[config.mk]
export PLATFORM = sky130hd
export DESIGN_NAME = blkio_seq
export DESIGN_NICKNAME = d
export VERILOG_FILES = /design/src/rtl/blkio_pkg.sv /design/src/rtl/blkio_ctrl.sv /design/src/rtl/blkio_regs.sv /design/src/rtl/blkio_bus.sv /design/src/rtl/blkio_seq.sv
export SDC_FILE = /design/constraint.sdc
export NUM_CORES = 1
export LEC_CHECK = 0
export BUFFER_PORTS_ARGS = -buffer_cell sky130_fd_sc_hd__buf_2
export CAP_MARGIN = 20
export CELL_PAD_IN_SITES_DETAIL_PLACEMENT = 1
export CELL_PAD_IN_SITES_GLOBAL_PLACEMENT = 2
export CORE_MARGIN = 2
export CORE_UTILIZATION = 24
export CTS_CLUSTER_DIAMETER = 30
export DETAILED_ROUTE_END_ITERATION = 10
export GPL_TIMING_DRIVEN = 1
export PLACE_DENSITY_LB_ADDON = 0.2
export RECOVER_POWER = 50
export SLEW_MARGIN = 20
export SYNTH_ARGS = -nofsm -noshare
export SYNTH_HDL_FRONTEND = slang
export SYNTH_SLANG_ARGS = --single-unit
[constraint.sdc]
create_clock -name clk -period 2.2 [get_ports clk]
set_clock_uncertainty 0.05 [all_clocks]
set_input_delay 0.11 -clock clk [delete_from_list [all_inputs] [get_ports clk]]
set_output_delay 0.11 -clock clk [all_outputs]
set_load 0.02 [all_outputs]
[src/rtl/blkio_pkg.sv]
// Shared types for the block I/O transfer sequencer.
// Assumes: one access per state, two states per iteration.
package blkio_pkg;

    typedef enum logic [1:0] {
        ST_IDLE  = 2'd0,
        ST_FETCH = 2'd1,   // first access of an iteration
        ST_PUT   = 2'd2,   // second access of an iteration
        ST_HOLD  = 2'd3    // parked between iterations
    } seq_state_t;

    typedef struct packed {
        logic to_port;     // 1: memory -> port
        logic hl_down;     // 1: pointer decrements
        logic again;       // 1: repeat until counter is zero
    } xfer_op_t;

endpackage

[src/rtl/blkio_ctrl.sv]
// Iteration controller: sequences FETCH/PUT per transfer and decides at
// the end of PUT whether to stop, continue or park in HOLD.
// Assumes: b_after_zero reflects the counter value after this cycle's
// decrement (supplied by the register file).
module blkio_ctrl
    import blkio_pkg::*;
(
    input  logic       clk,
    input  logic       rst_n,
    input  logic       start,
    input  logic       pause,
    input  xfer_op_t   op_in,
    input  logic       b_after_zero,
    output seq_state_t state,
    output xfer_op_t   op_q,
    output logic       load,
    output logic       cap,
    output logic       dec_b,
    output logic       step_hl,
    output logic       done
);

    logic more;

    // Whether another iteration follows the one ending now
    always_comb begin
        more = op_q.again && !b_after_zero;
    end

    // Step enables decoded from the current state
    always_comb begin
        load    = (state == ST_IDLE) && start;
        cap     = (state == ST_FETCH);
        dec_b   = ((state == ST_FETCH) &&  op_q.to_port) ||
                  ((state == ST_PUT)   && !op_q.to_port);
        step_hl = (state == ST_PUT);
    end

    // State register: advance one access per cycle
    always_ff @(posedge clk) begin
        if (!rst_n) begin
            state <= ST_IDLE;
        end else begin
            case (state)
                ST_IDLE:  if (start) state <= ST_FETCH;
                ST_FETCH: state <= ST_PUT;
                ST_PUT:   begin
                    if (more) state <= pause ? ST_HOLD : ST_FETCH;
                    else      state <= ST_IDLE;
                end
                ST_HOLD:  if (!pause) state <= ST_FETCH;
                default:  state <= ST_IDLE;
            endcase
        end
    end

    // Operation latch, captured only when a transfer is accepted
    always_ff @(posedge clk) begin
        if (!rst_n)    op_q <= '0;
        else if (load) op_q <= op_in;
    end

    // Completion pulse, raised for the cycle after the last access
    always_ff @(posedge clk) begin
        if (!rst_n) done <= 1'b0;
        else        done <= (state == ST_PUT) && !more;
    end

endmodule

[src/rtl/blkio_regs.sv]
// Register file: counter B, port low byte C, pointer HL, data byte and
// zero flag. Applies the decrement and pointer step on controller enables.
// Assumes: enables are mutually consistent (at most one decrement per
// iteration).
module blkio_regs #(
    parameter int DATA_W = 8,
    parameter int ADDR_W = 16
) (
    input  logic              clk,
    input  logic              rst_n,
    input  logic              load,
    input  logic              cap,
    input  logic              dec_b,
    input  logic              step_hl,
    input  logic              to_port,
    input  logic              hl_down,
    input  logic [DATA_W-1:0] b_init,
    input  logic [DATA_W-1:0] c_init,
    input  logic [ADDR_W-1:0] hl_init,
    input  logic [DATA_W-1:0] mem_rdata,
    input  logic [DATA_W-1:0] port_rdata,
    output logic [DATA_W-1:0] b_q,
    output logic [DATA_W-1:0] c_q,
    output logic [ADDR_W-1:0] hl_q,
    output logic [DATA_W-1:0] data_q,
    output logic              zero_q,
    output logic              b_after_zero
);

    localparam logic [DATA_W-1:0] B_ONE  = DATA_W'(1);
    localparam logic [ADDR_W-1:0] HL_ONE = ADDR_W'(1);

    logic [DATA_W-1:0] b_dec;
    logic [DATA_W-1:0] b_after;

    // Counter value after this cycle's optional decrement
    always_comb begin
        b_dec        = b_q - B_ONE;
        b_after      = dec_b ? b_dec : b_q;
        b_after_zero = (b_after == '0);
    end

    // Counter B: loaded at start, decremented on enable
    always_ff @(posedge clk) begin
        if (!rst_n)     b_q <= '0;
        else if (load)  b_q <= b_init;
        else if (dec_b) b_q <= b_dec;
    end

    // Port low byte C: constant for the whole transfer
    always_ff @(posedge clk) begin
        if (!rst_n)    c_q <= '0;
        else if (load) c_q <= c_init;
    end

    // Pointer HL: loaded at start, stepped once per iteration
    always_ff @(posedge clk) begin
        if (!rst_n)       hl_q <= '0;
        else if (load)    hl_q <= hl_init;
        else if (step_hl) hl_q <= hl_down ? hl_q - HL_ONE : hl_q + HL_ONE;
    end

    // Data byte captured from the first access of each iteration
    always_ff @(posedge clk) begin
        if (!rst_n)   data_q <= '0;
        else if (cap) data_q <= to_port ? mem_rdata : port_rdata;
    end

    // Zero flag: cleared at start, follows each decrement
    always_ff @(posedge clk) begin
        if (!rst_n)     zero_q <= 1'b0;
        else if (load)  zero_q <= 1'b0;
        else if (dec_b) zero_q <= (b_dec == '0);
    end

endmodule

[src/rtl/blkio_bus.sv]
// Access stage: turns the state and operation into one strobe per cycle
// and forms the memory and port addresses.
// Assumes: read data returns combinationally in the strobe's cycle.
module blkio_bus
    import blkio_pkg::*;
#(
    parameter int DATA_W = 8,
    parameter int ADDR_W = 16,
    localparam int PORT_W = 2 * DATA_W
) (
    input  seq_state_t        state,
    input  logic              to_port,
    input  logic [DATA_W-1:0] b_q,
    input  logic [DATA_W-1:0] c_q,
    input  logic [ADDR_W-1:0] hl_q,
    input  logic [DATA_W-1:0] data_q,
    output logic [ADDR_W-1:0] mem_addr,
    output logic              mem_rd,
    output logic              mem_we,
    output logic [DATA_W-1:0] mem_wdata,
    output logic [PORT_W-1:0] port_addr,
    output logic              port_rd,
    output logic              port_we,
    output logic [DATA_W-1:0] port_wdata
);

    // Strobe selection: direction picks which side is read first
    always_comb begin
        mem_rd  = (state == ST_FETCH) &&  to_port;
        port_rd = (state == ST_FETCH) && !to_port;
        mem_we  = (state == ST_PUT)   && !to_port;
        port_we = (state == ST_PUT)   &&  to_port;
    end

    // Address and data paths taken straight from the registers
    always_comb begin
        mem_addr   = hl_q;
        port_addr  = {b_q, c_q};
        mem_wdata  = data_q;
        port_wdata = data_q;
    end

endmodule

[src/rtl/blkio_seq.sv]
// Top of the block I/O transfer sequencer. Connects the controller, the
// register file and the access stage.
// Assumes: start is a pulse; operands are valid in the cycle it is high.
module blkio_seq
    import blkio_pkg::*;
#(
    parameter int DATA_W = 8,
    parameter int ADDR_W = 16,
    localparam int PORT_W = 2 * DATA_W
) (
    input  logic              clk,
    input  logic              rst_n,
    input  logic              start,
    input  logic              op_to_port,
    input  logic              op_hl_down,
    input  logic              op_repeat,
    input  logic              pause,
    input  logic [DATA_W-1:0] b_init,
    input  logic [DATA_W-1:0] c_init,
    input  logic [ADDR_W-1:0] hl_init,
    input  logic [DATA_W-1:0] mem_rdata,
    input  logic [DATA_W-1:0] port_rdata,
    output logic [ADDR_W-1:0] mem_addr,
    output logic              mem_rd,
    output logic              mem_we,
    output logic [DATA_W-1:0] mem_wdata,
    output logic [PORT_W-1:0] port_addr,
    output logic              port_rd,
    output logic              port_we,
    output logic [DATA_W-1:0] port_wdata,
    output logic [DATA_W-1:0] b_out,
    output logic [ADDR_W-1:0] hl_out,
    output logic              zero_flag,
    output logic              busy,
    output logic              paused,
    output logic              done
);

    seq_state_t        state;
    xfer_op_t          op_in;
    xfer_op_t          op_q;
    logic              load, cap, dec_b, step_hl, b_after_zero;
    logic [DATA_W-1:0] b_q, c_q, data_q;
    logic [ADDR_W-1:0] hl_q;
    logic              zero_q;

    // Pack the operation inputs
    always_comb begin
        op_in = '{to_port: op_to_port, hl_down: op_hl_down, again: op_repeat};
    end

    blkio_ctrl u_ctrl (
        .clk          (clk),
        .rst_n        (rst_n),
        .start        (start),
        .pause        (pause),
        .op_in        (op_in),
        .b_after_zero (b_after_zero),
        .state        (state),
        .op_q         (op_q),
        .load         (load),
        .cap          (cap),
        .dec_b        (dec_b),
        .step_hl      (step_hl),
        .done         (done)
    );

    blkio_regs #(.DATA_W(DATA_W), .ADDR_W(ADDR_W)) u_regs (
        .clk          (clk),
        .rst_n        (rst_n),
        .load         (load),
        .cap          (cap),
        .dec_b        (dec_b),
        .step_hl      (step_hl),
        .to_port      (op_q.to_port),
        .hl_down      (op_q.hl_down),
        .b_init       (b_init),
        .c_init       (c_init),
        .hl_init      (hl_init),
        .mem_rdata    (mem_rdata),
        .port_rdata   (port_rdata),
        .b_q          (b_q),
        .c_q          (c_q),
        .hl_q         (hl_q),
        .data_q       (data_q),
        .zero_q       (zero_q),
        .b_after_zero (b_after_zero)
    );

    blkio_bus #(.DATA_W(DATA_W), .ADDR_W(ADDR_W)) u_bus (
        .state      (state),
        .to_port    (op_q.to_port),
        .b_q        (b_q),
        .c_q        (c_q),
        .hl_q       (hl_q),
        .data_q     (data_q),
        .mem_addr   (mem_addr),
        .mem_rd     (mem_rd),
        .mem_we     (mem_we),
        .mem_wdata  (mem_wdata),
        .port_addr  (port_addr),
        .port_rd    (port_rd),
        .port_we    (port_we),
        .port_wdata (port_wdata)
    );

    // Status views of the sequencer state
    always_comb begin
        b_out     = b_q;
        hl_out    = hl_q;
        zero_flag = zero_q;
        busy      = (state != ST_IDLE);
        paused    = (state == ST_HOLD);
    end

endmodule

==> metrics.md <==
| Metric | Value |
|---|---|
| Status | finished clean |
| Fin crit share | 99.3% |
| Layout cells sized above 1 | 32.9% |
| Core area | 13,300 µm² |
| Slew headroom | 49.3% |
| Worst hold slack | 0.0201 ns |
| Chip width | 121 µm |
| CTS sink cnt | 47 |
| Slew @ Worst Pin | 0.759 ns |
| Most frequent CP cell | buf_4 |
| First-pass GRT wire length | 17.3 mm |
| Slew Viols, Final | 0 |
| HPWL after DPL | 8.16 mm |
| Dpl ws | -0.133 ns |
| Worst path cell trace | buf_4 -> ha_1 -> buf_4 -> and2_2 -> nand3_1 -> a21oi_2 -> or4_1 -> a31oi_1 |
| Crit-path max FO | 9 |
| Crit Path Category | flop to flop |
| Via-to-Cell Ratio | 4.64 |
| Flops & latches, synth | 47 |
| Worst reg-to-reg setup slack | 0.01 ns |
| CTS tree | built |
| Final TNS setup | 0 ns |
| Routed WL | 11.3 mm |
| Slowest CP cell | dfxtp_4 |
| Htree depth | 2 |
| Avg Cell Area, Syn | 8.26 µm² |
| Crit end category | flop |
| Worst Path Required | 2.38 ns |
| Pleak | 1.88 nW |
| Initial Util | 24.7% |
| Num CTS Buffers | 5 |
| Met3 wire len | 576 µm |
| IR drop worst, VDD | 0.000275 V |
| Max-cap violations | 0 |
| Final Hold Fails | 0 |
| Bufs on Longest Clock Path | 2 |
| Synth Area in Simple Gates | 18.2% |
| Synth cell count leaders | 47 x dfxtp_1, 43 x nand2_1, 33 x a21oi_1, 33 x buf_4, 27 x nor2_1 |
| Final instance area | 4630 µm² |
| Max incr delay on CP | 0.47 ns |
| Via count | 3,325 |
| Critical register-to-register path startpoint | u_ctrl.op_q[1] |
| EDFF count, synth | 0 |
| Mux cell area share after synthesis | 4.68% |
| Clock slew at reported path FFs | 0.07 ns |
| Most common cell in the synthesized netlist | dfxtp_1 |
| Finish-stage setup viols | 0 |
| Post-Route M1 WL | 5.39 mm |
| CP top delay family | simple AND/OR/NAND/NOR gates |
| Ys async rst share | 0% |
| Setup crit start | u_ctrl.op_q[1] |
| Routability Congestion | 0.755 |
| Worst min-delay path class | input port to flop |
| Drt first-iter violations | 100 |
| Vias in the first global route | 3,389 |
| Hold Crit Start | b_init[1] |
| Sequential area share after synthesis | 28.6% |
| DIE HEIGHT | 121 µm |
| Synth Area in Adders | 8.23% |
| Initial antenna violation count | 0 |
| Port Buffers | 134 |
| Antenna Nets Post-Route | 0 |
| Routed wl met2 | 5.14 mm |
| RSZ-0062 raised after global routing | yes |
| Top cells by area, synth | dfxtp_1 29%, ha_1 7.6%, buf_4 7.5% |
| CP arrival | 2.37 ns |
| Gr usage total | 14.9% |
| TritonRoute pass-1 iters | 4 |
| Synthesis-to-finish area growth | 41.0% |
| Post-Syn Area | 3290 µm² |
| Highest routed layer | met4 |
| Cell area after placement | 4130 µm² |
| Yosys warns | 0 |
| Unique cell type count in the Yosys netlist | 60 |
| Die area | 14,600 µm² |
| Bufs and invs on worst path | 2 |
| Dominant synthesized flop cell | dfxtp_1 |
| Post-synth top area share | 28.6% |
| Post-synth top area cell | dfxtp_1 |
| Non-filler cells, final | 717 |
| # IOs | 135 |
| Clk_lat worst skew | 0.30 ns |
| Util after Layout | 34.8% |
| Placed Cells incl. Taps | 693 |
| Pwr/cell area | 694 nW/µm² |
| Post-Synthesis Cells | 398 |
| Diode count | 0 |
| Syn nets | 474 |
| Synth Area in XOR/XNOR | 4.00% |
| Final nets | 617 |
| Crit start category | flop |
| Total chip power | 3.22 mW |
| Final worst slack | 0.0150 ns |
| Post-DR wirelength/cell | 15.7 µm |
| Overflow after GRT | 0 |
| Fmax | 458 MHz |
| Row count | 42 |
| DRC Markers | 0 |
| Final min period | 2.19 ns |
| Clock tree root driver cell | clkbuf_16 |
| Largest net degree at the start of global routing | 38 |
| Synth Area in Compound Gates | 23.4% |
| Largest family of logic cells by synthesized area | compound AO/OA/AOI/OAI gates |
==> final timing paths <==
kind / to / depth (start not counted)
max: u_regs.hl_q[14] / 8
min: u_regs.b_q[1] / 3
max reg2reg: u_regs.hl_q[14] / 8
min reg2reg: u_regs.c_q[3] / 2
==> power by group <==
group,leakage [nW],total [mW],switching (mW),internal (mW)
sequential,0.391,1.06,0.116,0.948
clock,0.0759,0.889,0.358,0.531
combinational,1.41,1.27,0.738,0.527
==> registers in the layout, indices dropped and copies added (netlist names) <==
name,flops
u_ctrl.done,1
u_regs.c_q,8
u_regs.hl_q,16
u_regs.zero_q,1
u_regs.b_q,8
u_ctrl.op_q,3
u_ctrl.state,2
u_regs.data_q,8
==> area by class of cell <==
type	instances	area, µm²
sequential	47	955
inverter	16	62.6
fill	1622	8660
timing repair buffer	189	1070
clock inverter	2	37.5
multi-input combinational	282	2160
tap	176	220
clock buffer	5	125
==> logic make-up (layout without fill, tap and decap cells) <==
family          after synthesis  after routing
flops                        47             47
xor+xnor                     15             15
compound gates              111            111
fa+ha+maj                    21             21
mux                          15             15
buf+inv                      69            212
simple gates                120            120
==> routing by layer <==
layer | GRT usage [%] | vias up
li1 | - | 1674
met1 | 19.8 | 1556
met5 | 0 | -
met2 | 24.0 | 85
met4 | 5.16 | 0
met3 | 3.10 | 10
==> cell usage in the layout, fill, tap and decap left out, drive strengths merged, types with 5 or more instances in the layout <==
master / count
a211oi: 20
xnor2: 12
nand2: 43
a21oi: 34
dfxtp: 47
inv: 16
a21o: 6
nor2: 27
nor2b: 5
nor3: 10
buf: 119
clkbuf: 63
dlygate4sd3: 12
or3: 8
a31oi: 6
ha: 20
o21ai: 17
mux2i: 15
==> what timing repair did <==
| item | in CTS | in global routing |
|---|---|---|
| buffers inserted | 0 | 6 |
| endpoints found under the hold margin | 12 | 0 |
| resized for setup | 8 | 46 |
| pin swaps | 5 | 24 |
| hold buffers | 12 | 0 |
| setup endpoints to repair | 6 | 9 |
==> worst register-to-register path, stage by stage, from the launching register on <==
cell	delay, ns
dfxtp_4	0.47
buf_4	0.21
ha_1	0.26
buf_4	0.16
and2_2	0.19
nand3_1	0.11
a21oi_2	0.05
or4_1	0.47
a31oi_1	0.14
(Power assumes the default switching activity.)
